--- src/rtl/stat_pkg.sv ---
package stat_pkg;

    localparam int STAT_W  = 8;
    localparam int NFLAG   = 3;
    localparam int NBANK   = 3;
    localparam int NWAKE   = 2;

    // bit positions that neighbouring logic decodes
    localparam int B_IBANK = 7;
    localparam int B_DHI   = 6;
    localparam int B_DLO   = 5;
    localparam int B_NOTMO = 4;
    localparam int B_NOSLP = 3;
    localparam int B_ZERO  = 2;
    localparam int B_HALF  = 1;
    localparam int B_CARRY = 0;

    typedef struct packed {
        logic ibank;
        logic dbank_hi;
        logic dbank_lo;
        logic no_tmo;
        logic no_slp;
        logic zero;
        logic half_c;
        logic carry;
    } stat_t;

    typedef struct packed {
        logic no_tmo;
        logic no_slp;
    } wake_t;

    typedef enum logic [1:0] {
        EV_NONE  = 2'd0,
        EV_TMO   = 2'd1,
        EV_SLEEP = 2'd2,
        EV_CLEAR = 2'd3
    } wake_ev_e;

    function automatic stat_t stat_reset_val();
        stat_t v;
        v        = '0;
        v.no_tmo = 1'b1;
        v.no_slp = 1'b1;
        return v;
    endfunction

    function automatic wake_ev_e pick_event(input logic tmo, input logic slp,
                                            input logic clr);
        if (tmo)      return EV_TMO;
        else if (slp) return EV_SLEEP;
        else if (clr) return EV_CLEAR;
        else          return EV_NONE;
    endfunction

endpackage

--- src/rtl/stat_flag_arb.sv ---
module stat_flag_arb
    import stat_pkg::*;
#(
    parameter int N = NFLAG
) (
    input  logic [N-1:0] cur,
    input  logic         wr_en,
    input  logic [N-1:0] wr_bits,
    input  logic [N-1:0] upd,
    input  logic [N-1:0] alu,
    output logic [N-1:0] nxt
);
    logic any_upd;
    logic data_ok;

    always_comb begin
        any_upd = |upd;
        data_ok = wr_en && !any_upd;
    end

    for (genvar i = 0; i < N; i++) begin : g_flag
        always_comb begin
            if (upd[i])
                nxt[i] = alu[i];
            else if (data_ok)
                nxt[i] = wr_bits[i];
            else
                nxt[i] = cur[i];
        end
    end
endmodule

--- src/rtl/stat_wake_cause.sv ---
module stat_wake_cause
    import stat_pkg::*;
(
    input  wake_t cur,
    input  logic  tmo,
    input  logic  slp,
    input  logic  clr,
    output wake_t nxt
);
    wake_ev_e ev;

    always_comb begin
        ev  = pick_event(tmo, slp, clr);
        nxt = cur;
        unique case (ev)
            EV_TMO:   nxt.no_tmo = 1'b0;
            EV_SLEEP: begin
                nxt.no_tmo = 1'b1;
                nxt.no_slp = 1'b0;
            end
            EV_CLEAR: begin
                nxt.no_tmo = 1'b1;
                nxt.no_slp = 1'b1;
            end
            default:  nxt = cur;
        endcase
    end
endmodule

--- src/rtl/stat_bank_sel.sv ---
module stat_bank_sel
    import stat_pkg::*;
#(
    parameter bit HAS_UPPER = 1'b1
) (
    input  logic [NBANK-1:0] cur,
    input  logic             wr_en,
    input  logic [NBANK-1:0] wr_bits,
    output logic [NBANK-1:0] nxt
);
    localparam int UPPER_N = NBANK - 1;

    always_comb begin
        nxt[0] = wr_en ? wr_bits[0] : cur[0];
    end

    if (HAS_UPPER) begin : g_full
        always_comb begin
            nxt[NBANK-1:1] = wr_en ? wr_bits[NBANK-1:1] : cur[NBANK-1:1];
        end
    end else begin : g_lean
        always_comb begin
            nxt[NBANK-1:1] = {UPPER_N{1'b0}};
        end
    end
endmodule

--- src/rtl/cpu_stat_reg.sv ---
module cpu_stat_reg
    import stat_pkg::*;
#(
    parameter bit HAS_UPPER_BANK = 1'b1
) (
    input  logic              clk,
    input  logic              rst,
    input  logic              wr_en,
    input  logic [STAT_W-1:0] wr_data,
    input  logic [NFLAG-1:0]  flag_upd,
    input  logic [NFLAG-1:0]  flag_val,
    input  logic              wdt_expire,
    input  logic              sleep_exec,
    input  logic              wdt_clear,
    output logic [STAT_W-1:0] stat_q,
    output logic [1:0]        dir_bank,
    output logic              ind_bank
);
    stat_t            cur_r;
    stat_t            nxt;
    logic [NFLAG-1:0] flag_nxt;
    logic [NBANK-1:0] bank_nxt;
    wake_t            wake_cur;
    wake_t            wake_nxt;

    always_comb begin
        wake_cur.no_tmo = cur_r.no_tmo;
        wake_cur.no_slp = cur_r.no_slp;
    end

    stat_flag_arb #(.N(NFLAG)) u_flags (
        .cur     ({cur_r.zero, cur_r.half_c, cur_r.carry}),
        .wr_en   (wr_en),
        .wr_bits (wr_data[B_ZERO:B_CARRY]),
        .upd     (flag_upd),
        .alu     (flag_val),
        .nxt     (flag_nxt)
    );

    stat_wake_cause u_wake (
        .cur (wake_cur),
        .tmo (wdt_expire),
        .slp (sleep_exec),
        .clr (wdt_clear),
        .nxt (wake_nxt)
    );

    stat_bank_sel #(.HAS_UPPER(HAS_UPPER_BANK)) u_bank (
        .cur     ({cur_r.ibank, cur_r.dbank_hi, cur_r.dbank_lo}),
        .wr_en   (wr_en),
        .wr_bits (wr_data[B_IBANK:B_DLO]),
        .nxt     (bank_nxt)
    );

    always_comb begin
        nxt.ibank    = bank_nxt[2];
        nxt.dbank_hi = bank_nxt[1];
        nxt.dbank_lo = bank_nxt[0];
        nxt.no_tmo   = wake_nxt.no_tmo;
        nxt.no_slp   = wake_nxt.no_slp;
        nxt.zero     = flag_nxt[2];
        nxt.half_c   = flag_nxt[1];
        nxt.carry    = flag_nxt[0];
    end

    always_ff @(posedge clk) begin
        if (rst)
            cur_r <= stat_reset_val();
        else
            cur_r <= nxt;
    end

    always_comb begin
        stat_q   = cur_r;
        dir_bank = {cur_r.dbank_hi, cur_r.dbank_lo};
        ind_bank = cur_r.ibank;
    end
endmodule

--- config.mk ---
export PLATFORM = sky130hd
export DESIGN_NAME = cpu_stat_reg
export DESIGN_NICKNAME = d
export VERILOG_FILES = /design/src/rtl/stat_pkg.sv /design/src/rtl/stat_flag_arb.sv /design/src/rtl/stat_wake_cause.sv /design/src/rtl/stat_bank_sel.sv /design/src/rtl/cpu_stat_reg.sv
export SDC_FILE = /design/constraint.sdc
export NUM_CORES = 1
export LEC_CHECK = 0
export BUFFER_PORTS_ARGS = -buffer_cell sky130_fd_sc_hd__buf_4
export CAP_MARGIN = 0
export CORE_AREA = 2 2 39 41
export CTS_CLUSTER_DIAMETER = 150
export DETAILED_ROUTE_END_ITERATION = 6
export DIE_AREA = 0 0 41 43
export HOLD_SLACK_MARGIN = 0.03
export MAX_ROUTING_LAYER = met4
export PLACE_DENSITY = 0.7
export SLEW_MARGIN = 15
export SYNTH_ARGS = -nofsm -noshare
export SYNTH_HDL_FRONTEND = slang
export SYNTH_HIERARCHICAL = 1
export SYNTH_SLANG_ARGS = --single-unit
--- constraint.sdc ---
create_clock -name clk -period 0.8 [get_ports clk]
set_input_delay 0.04 -clock clk [delete_from_list [all_inputs] [get_ports clk]]
set_output_delay 0.04 -clock clk [all_outputs]
set_load 0.01 [all_outputs]
==> impl_metrics.toml, run 1 <==
[critical_path]
reg2reg_depth = 2
start_kind = "flip-flop"
cp.required_ns = 0.94
critical_path_class = "flip-flop to flip-flop"
worst_setup_path_end_kind = "flip-flop"
regToRegSetupSlack_ns = -0.01
cp.arrival_ns = 0.96
worstPathMaxFanout = 3

[global_routing]
track_usage_pct = 13.20
grt_pass1_vias = 376
grt_overflow_total = 0
grt_start_max_net_pins = 9
grt_pass1_wl_mm = 1.497
antenna_found_initial = 0

[timing]
layout_setup_ws_ns = -0.01297
slew_viol_final = 0
rsz0062_at_grt = "true"
fin_tns_setup_ns = -0.02519
finClkSkew_ns = 0
finalHoldViolCount = 0
fin_crit_ns = 0.8130
finalCritPeriodShare_pct = 101.6
max_freq_mhz = 1230
max_slew_margin_pct = 76.26
worst_slew_pin_slew_ns = 0.3546
finalSetupViolCount = 2

[layout]
layout_common_cells = "buf_4 (33), nor2b_1 (6), mux2i_1 (6)"
final_common_cell = "buf_4"
design_area_um2 = 688.2
utilization_pct = 49.73
multi_input_area_um2 = 229.0
final_nets = 92
synthToLayoutAreaGrowth_pct = 72.41
antennaDiodeCount = 0
fillers = 138
area.sequential_um2 = 165.2
drive_above_1_share_pct = 67.14

[clock_network]
worstSkewPairLatency_ns = 0.25
clock_tree.buffer_depth = 2
htree_levels = 1
cts_setup_buffers = 0
cts-buffers-inserted = 3
cts_root_buf = "clkbuf_4"
clkTransAtPathRegs_ns = 0.05
cts_tree = "done"
clock_sinks = 8

[flow_run]
cap_violations = 0

[floorplan]
ios = 31
initial_utilization_pct = 28.84
die_h_um = 43
rows = 14
dieArea_mm2 = 0.001763
die_x_um = 41
coreArea_mm2 = 0.001384

[synth]
synthXorXnorAreaFrac_pct = 0
syn_nets = 57
synth_area_leaders = "dfxtp_1 (40%), mux2i_1 (15%), nor2b_1 (11%), mux2_2 (8.5%), nor4b_4 (6.0%)"
syn_inst = 37
synthSimpleGateAreaFrac_pct = 22.26
synth_fa_ha_area_share_pct = 0
muxShareOfSynthArea_pct = 23.51
synth_area_um2 = 399.1
synth.distinct_cells = 12
synth_compound_area_share_pct = 7.524
synth-seq-cells = 8
synth_top_family_by_area = "multiplexers"
syn_area_per_cell_um2 = 10.79
yosysTopAreaCellShare_pct = 40.13
yosys.area.top_type = "dfxtp_1"
yosysSeqAreaShare_pct = 40.13
ys.warnings.count = 6

[power_and_ir_drop]
irDropWorstVdd_mv = 0.6657
leakage_nw = 0.3321
p_per_area_mw_per_mm2 = 1461
power.total_mw = 1.006

[routing]
drt_pass1_iterations = 4
drt_iter0_drc = 4
ant_nets = 0
drt_wl_total_um = 954
drc = 0
via_per_inst = 4.558
vias = 392
wl_per_cell_um = 11.09

[placement]
gp_congestion = 0.6647
placed_cell_area_um2 = 648.1
dp_slack_ns = -0.1727
io_buffers = 28
dp_hpwl_um = 795.1

[worst_hold_path]
hold_path_depth = 2
hp-class = "input port to flip-flop"

[run_status]
violations = "negative setup slack"
status = "complete, but fails checks"
[per-layer routing]
layer	track usage [%]	up-vias	share of wire, %	wire length [µm]
met5	-	-	0	0
met4	8.000	0	0	0
met3	6.283	0	15	140
met2	20.00	22	50	477
met1	12.94	177	35	336
li1	-	193	-	-
[synth_stat cells]
cell type / instances
a21oi_1: 3
a2bb2oi_2: 1
buf_4: 3
dfxtp_1: 8
inv_1: 1
mux2_2: 3
mux2i_1: 6
nor2_1: 1
nor2b_1: 7
nor3_1: 1
nor4b_4: 1
or2_1: 2
[stage by stage]
stage | hold WS [ns] | std cells
global route | 0.01204 | 86
detailed placement | 0.2661 | 83
finish | 0.007569 | 86
floorplan | 0.1042 | 37
global placement | 0.2658 | 83
CTS | -0.0004240 | 86
[power by group]
group,internal [mW],total [mW],switching [mW],leakage (nW)
combinational,0.168,0.258,0.0902,0.251
clock,0.171,0.303,0.132,0.0138
sequential,0.427,0.444,0.0169,0.0670
total,0.766,1.01,0.239,0.332
[critical path, cell delays in order, from the launching register on]
cell	delay (ns)
dfxtp_2	0.32
mux2_2	0.26
nor2b_1	0.12
[sequential cells by signal, summed over array words and instances, names as in the netlist]
| register | flops |
|---|---|
| ind_bank | 1 |
| dir_bank | 2 |
| stat_q | 5 |
[final timing paths]
kind	from	endpoint
min reg2reg	stat_q[4]	stat_q[4]
max reg2reg	dir_bank[1]	dir_bank[1]
min	rst	dir_bank[0]
max	dir_bank[1]	dir_bank[1]
[cells by family after synthesis]
kind of cell	count (synthesis)
compound gates	4
buf+inv	4
flops	8
mux	9
simple gates	12
[cell type report]
type / instances / area share, %
repair buffers: 33 / 36.00
clock buffers: 3 / 3.273
well taps: 16 / 2.909
inverters: 1 / 0.5455
multi-input cells: 25 / 33.27
flip-flops and latches: 8 / 24.00
[repair_timing]
item	CTS	global route
pin swaps	0	0
endpoints found under the hold margin	6	6
resized for setup	0	5
endpoints found under the setup margin	3	7
No activity file was read; power rests on OpenSTA's default activity.
==> run 2, diff against run 1 <==
--- a/config.mk
+++ b/config.mk
@@ -11,6 +11,7 @@
 export CTS_CLUSTER_DIAMETER = 150
 export DETAILED_ROUTE_END_ITERATION = 6
 export DIE_AREA = 0 0 41 43
+export GPL_TIMING_DRIVEN = 0
 export HOLD_SLACK_MARGIN = 0.03
 export MAX_ROUTING_LAYER = met4
 export PLACE_DENSITY = 0.7
==> impl_metrics.toml, run 2 (same netlist as run 1, synthesis figures left out) <==
[run_status]
status = "complete, but fails checks"
violations = "negative setup slack"

[critical_path]
path_cells = "buf_6, buf_6"
slowest_stage = "dfxtp_2"
slowest_delay_ns = 0.33
critical_path_class = "flip-flop to output pin"
worstPathMaxFanout = 3
crit_top_cell = "buf_6"
cp_num_buf_inv = 2
worst_setup_path_end_kind = "output pin"
crit_family = "flip-flops"
cp.arrival_ns = 0.79
cp.required_ns = 0.76
start_kind = "flip-flop"

[floorplan]
die_x_um = 41
initial_utilization_pct = 28.84
coreArea_mm2 = 0.001384
rows = 14
ios = 31
dieArea_mm2 = 0.001763
die_h_um = 43

[timing]
finalSetupViolCount = 6
layout_setup_ws_ns = -0.02598
worst_slew_pin_slew_ns = 0.3382
finClkSkew_ns = 0
rsz0062_at_grt = "true"
fin_crit_ns = 0.8260
slew_viol_final = 0
max_slew_margin_pct = 77.36
max_freq_mhz = 1211
finalCritPeriodShare_pct = 103.2
finalHoldViolCount = 0

[routing]
ant_nets = 0
vias = 372
drt_iter0_drc = 0
drt_wl_total_um = 919
via_per_inst = 4.326
wl_per_cell_um = 10.69
drc = 0
drt_pass1_iterations = 1

[clock_network]
clock_tree.buffer_depth = 2
cts_root_buf = "clkbuf_4"
clkTransAtPathRegs_ns = 0.05
cts_tree = "done"
cts_setup_buffers = 0
clock_sinks = 8
htree_levels = 1
cts-buffers-inserted = 3
worstSkewPairLatency_ns = 0.24

[global_routing]
grt_overflow_total = 0
track_usage_pct = 11.64
grt_pass1_wl_mm = 1.359
grt_pass1_vias = 360
grt_start_max_net_pins = 7
antenna_found_initial = 0

[layout]
multi_input_area_um2 = 225.2
synthToLayoutAreaGrowth_pct = 79.62
area.sequential_um2 = 165.2
layout_common_cells = "buf_4 (25), nor2b_1 (6), buf_6 (6), mux2i_1 (6)"
antennaDiodeCount = 0
final_common_cell = "buf_4"
drive_above_1_share_pct = 64.29
final_nets = 92
largest_reg_flops = 5
finalNonFillerCells = 86
fillers = 133

[power_and_ir_drop]
p_int_mw = 0.7767
seq_power_share_pct = 44.0
clock_power_share_pct = 29.4
p_per_area_mw_per_mm2 = 1411
power.total_mw = 1.012
swShare_pct = 23.23
pwr-share-comb_pct = 26.6
irDropWorstVdd_mv = 0.4738
leakage_nw = 0.3521
p_switching_mw = 0.2350

[worst_hold_path]
hp-class = "input port to flip-flop"

[placement]
io_buffers = 28
gp_congestion = 0.6145
dp.cells = 81

[flow_run]
cap_violations = 0
==> run 2: changes by cell type in the layout (fill, tap and decap cells not counted) <==
cell	change
mux2_4	-1
buf_4	-8
mux2_2	+1
dlymetal6s4s_1	+2
buf_6	+6
==> run 2: worst paths after layout <==
check,start,to,slack [ns],cells past startpoint
max,dir_bank[0],stat_q[5],-0.03,2
min,wdt_clear,stat_q[4],0.11,4
max reg2reg,dir_bank[1],dir_bank[1],-0.02,2
min reg2reg,stat_q[3],stat_q[3],0.57,2
==> run 2: per-layer routing <==
metal	share of wire [%]	GRT usage (%)	vias to the layer above
met5	0	-	-
met4	0	6.000	0
met3	13	3.141	0
met2	48	17.50	20
met1	39	13.55	159
li1	-	-	193
==> run 2: repair_timing <==
item                       4_1_cts  5_1_grt
hold endpoints to repair         6        0
pin swaps                        0        2
setup endpoints to repair        5       11
gates resized for setup          6        6
gates cloned                     0        0
hold buffers                     2        0
==> run 2: final cells by class <==
cell class	instances	area share (%)
repair buffers	30	34.38
multi-input cells	25	31.41
flip-flops and latches	8	23.04
plain buffers	3	4.712
clock buffers	3	3.141
well taps	16	2.792
inverters	1	0.5236
==> run 2: worst min-delay path, cell delays in order <==
cell,delay (ns)
buf_4,0.09
nor3_2,0.04
nor2_1,0.06
or2_1,0.10
==> run 2: power groups by stage <==
stage,Combinational (mW),Sequential [mW],Clock [mW]
2_1_floorplan,0.0869,0.461,0
3_3_place_gp,0.239,0.449,0
3_5_place_dp,0.242,0.450,0
4_1_cts,0.263,0.444,0.314
5_1_grt,0.292,0.447,0.345
6_report,0.269,0.445,0.298
==> run 2: through the flow <==
step           TNS (ns)  utilization [%]  cell area, µm²  setup slack, ns  hold WS [ns]
5_1_grt         -0.3774            51.81           716.9         -0.05586        0.1325
2_1_floorplan         0                -           402.9         0.005260        0.1042
3_5_place_dp    -0.5353            45.75           633.1          -0.1943        0.2727
4_1_cts         -0.1585            50.45           698.2         -0.03367       0.09782
3_3_place_gp    -0.4801            45.75           633.1          -0.1696        0.2694
6_report        -0.1227            51.81           716.9         -0.02598        0.1144
==> run 3, diff against run 2 <==
--- a/config.mk
+++ b/config.mk
@@ -7,10 +7,12 @@
 export LEC_CHECK = 0
 export BUFFER_PORTS_ARGS = -buffer_cell sky130_fd_sc_hd__buf_4
 export CAP_MARGIN = 0
-export CORE_AREA = 2 2 39 41
+export CELL_PAD_IN_SITES_DETAIL_PLACEMENT = 2
+export CELL_PAD_IN_SITES_GLOBAL_PLACEMENT = 2
+export CORE_AREA = 2 2 52 54
 export CTS_CLUSTER_DIAMETER = 150
 export DETAILED_ROUTE_END_ITERATION = 6
-export DIE_AREA = 0 0 41 43
+export DIE_AREA = 0 0 54 56
 export GPL_TIMING_DRIVEN = 0
 export HOLD_SLACK_MARGIN = 0.03
 export MAX_ROUTING_LAYER = met4
==> impl_metrics.toml, run 3 (same netlist as run 1, synthesis figures left out) <==
[layout]
area.sequential_um2 = 166.4
final_common_cell = "buf_4"
final_nets = 92
largest_reg_flops = 5
synthToLayoutAreaGrowth_pct = 83.70
drive_above_1_share_pct = 64.29
antennaDiodeCount = 0
multi_input_area_um2 = 217.7
layout_common_cells = "buf_4 (23), buf_6 (8), nor2b_1 (7)"
fillers = 277

[floorplan]
die_h_um = 56
dieArea_mm2 = 0.003024
coreArea_mm2 = 0.002432
rows = 18
die_x_um = 54
initial_utilization_pct = 16.41
ios = 31

[clock_network]
clock_tree.buffer_depth = 2
clkTransAtPathRegs_ns = 0.06
clock_sinks = 8
htree_levels = 1
cts_root_buf = "clkbuf_4"
worstSkewPairLatency_ns = 0.25
cts-buffers-inserted = 3
cts_tree = "done"

[critical_path]
worstPathMaxFanout = 3
critical_path_class = "flip-flop to output pin"
cp.required_ns = 0.76
worst_setup_path_end_kind = "output pin"
start_kind = "flip-flop"
cp.arrival_ns = 0.80
reg2reg_depth = 2

[routing]
drc = 0
dr_wl_met3_um = 90
routedLengthMet1_um = 455
met2_length_um = 642
highest_layer = "met3"
ant_nets = 0
wl_per_cell_um = 11.88
drt_pass1_iterations = 2
vias = 392
via_per_inst = 3.920
drt_iter0_drc = 1
drt_wl_total_mm = 1.188

[global_routing]
grt_pass1_vias = 425
track_usage_pct = 9.293
grt_pass1_wl_mm = 1.925
grt_start_max_net_pins = 7
grt_overflow_total = 0
antenna_found_initial = 0

[placement]
dp_slack_ns = -0.2446
io_buffers = 28
gp_congestion = 0.6136
dp_hpwl_um = 946.1

[flow_run]
cap_violations = 0

[timing]
worst_slew_pin_slew_ns = 0.3550
fin_crit_ns = 0.8370
finalCritPeriodShare_pct = 104.6
finalSetupViolCount = 7
max_slew_margin_pct = 76.23
max_freq_mhz = 1195
layout_setup_ws_ns = -0.03698
fin_tns_setup_ns = -0.1336
slew_viol_final = 0
rsz0062_at_grt = "true"
finClkSkew_ns = 0
finalHoldViolCount = 0

[worst_hold_path]
hold_path_depth = 3
hp-class = "input port to flip-flop"

[power_and_ir_drop]
p_per_area_mw_per_mm2 = 1407
leakage_nw = 0.3421
irDropWorstVdd_mv = 0.7677

[run_status]
status = "complete, but fails checks"
violations = "negative setup slack"
run 3: cell types whose count changed in the layout (fill, tap and decap cells not counted), sizes merged:
cell and change:
dlymetal6s4s -1, dlygate4sd3 +1
run 3: metrics by stage:
| stage | area, µm² | hold WS (ns) | util, % | cells | total power, mW |
|---|---|---|---|---|---|
| after floorplan | 402.9 | 0.1042 | - | 37 | 0.5484 |
| after global placement | 650.6 | 0.2786 | 26.75 | 95 | 0.6929 |
| after detailed placement | 650.6 | 0.2855 | 26.75 | 95 | 0.7017 |
| after CTS | 716.9 | 0.08875 | 29.48 | 100 | 1.060 |
| after global routing | 733.2 | 0.1324 | 30.14 | 100 | 1.115 |
| final | 733.2 | 0.1264 | 30.14 | 100 | 1.032 |
run 3: power breakdown:
group | internal [mW] | switching [mW] | total [mW]
Clock | 0.172 | 0.142 | 0.314
Sequential | 0.428 | 0.0180 | 0.446
Combinational | 0.178 | 0.0940 | 0.272
Total | 0.778 | 0.254 | 1.03
run 3: final cells by class:
type | instances | area share (%)
inverter | 1 | 0.5119
clock buffer | 3 | 3.072
multi-input combinational | 25 | 29.69
buffer | 3 | 4.608
sequential | 8 | 22.70
tap | 30 | 5.119
timing repair buffer | 30 | 34.30
run 3: path summary, 6_finish.rpt:
path / slack (ns) / end / from
worst min register to register: 0.57 / stat_q[3] / stat_q[3]
worst max register to register: -0.02 / dir_bank[1] / dir_bank[1]
worst min-delay path: 0.13 / dir_bank[1] / wr_data[6]
worst max-delay path: -0.04 / stat_q[6] / dir_bank[1]
run 3: critical path, stage by stage (launching register included):
cell	delay [ns]
dfxtp_2	0.33
buf_6	0.11
buf_6	0.11
run 3: per-layer routing:
metal	track usage (%)	up-vias
met5	-	-
met4	3.214	0
met3	4.032	0
met2	16.20	16
met1	8.795	184
li1	-	192
run 3: what timing repair did:
| item | CTS | global route |
|---|---|---|
| endpoints found under the setup margin | 8 | 12 |
| gates resized for setup | 7 | 5 |
| hold buffers | 2 | 1 |
| gates cloned | 0 | 0 |
| hold endpoints to repair | 6 | 6 |
| setup buffers | 0 | 0 |
| pin swaps | 0 | 3 |
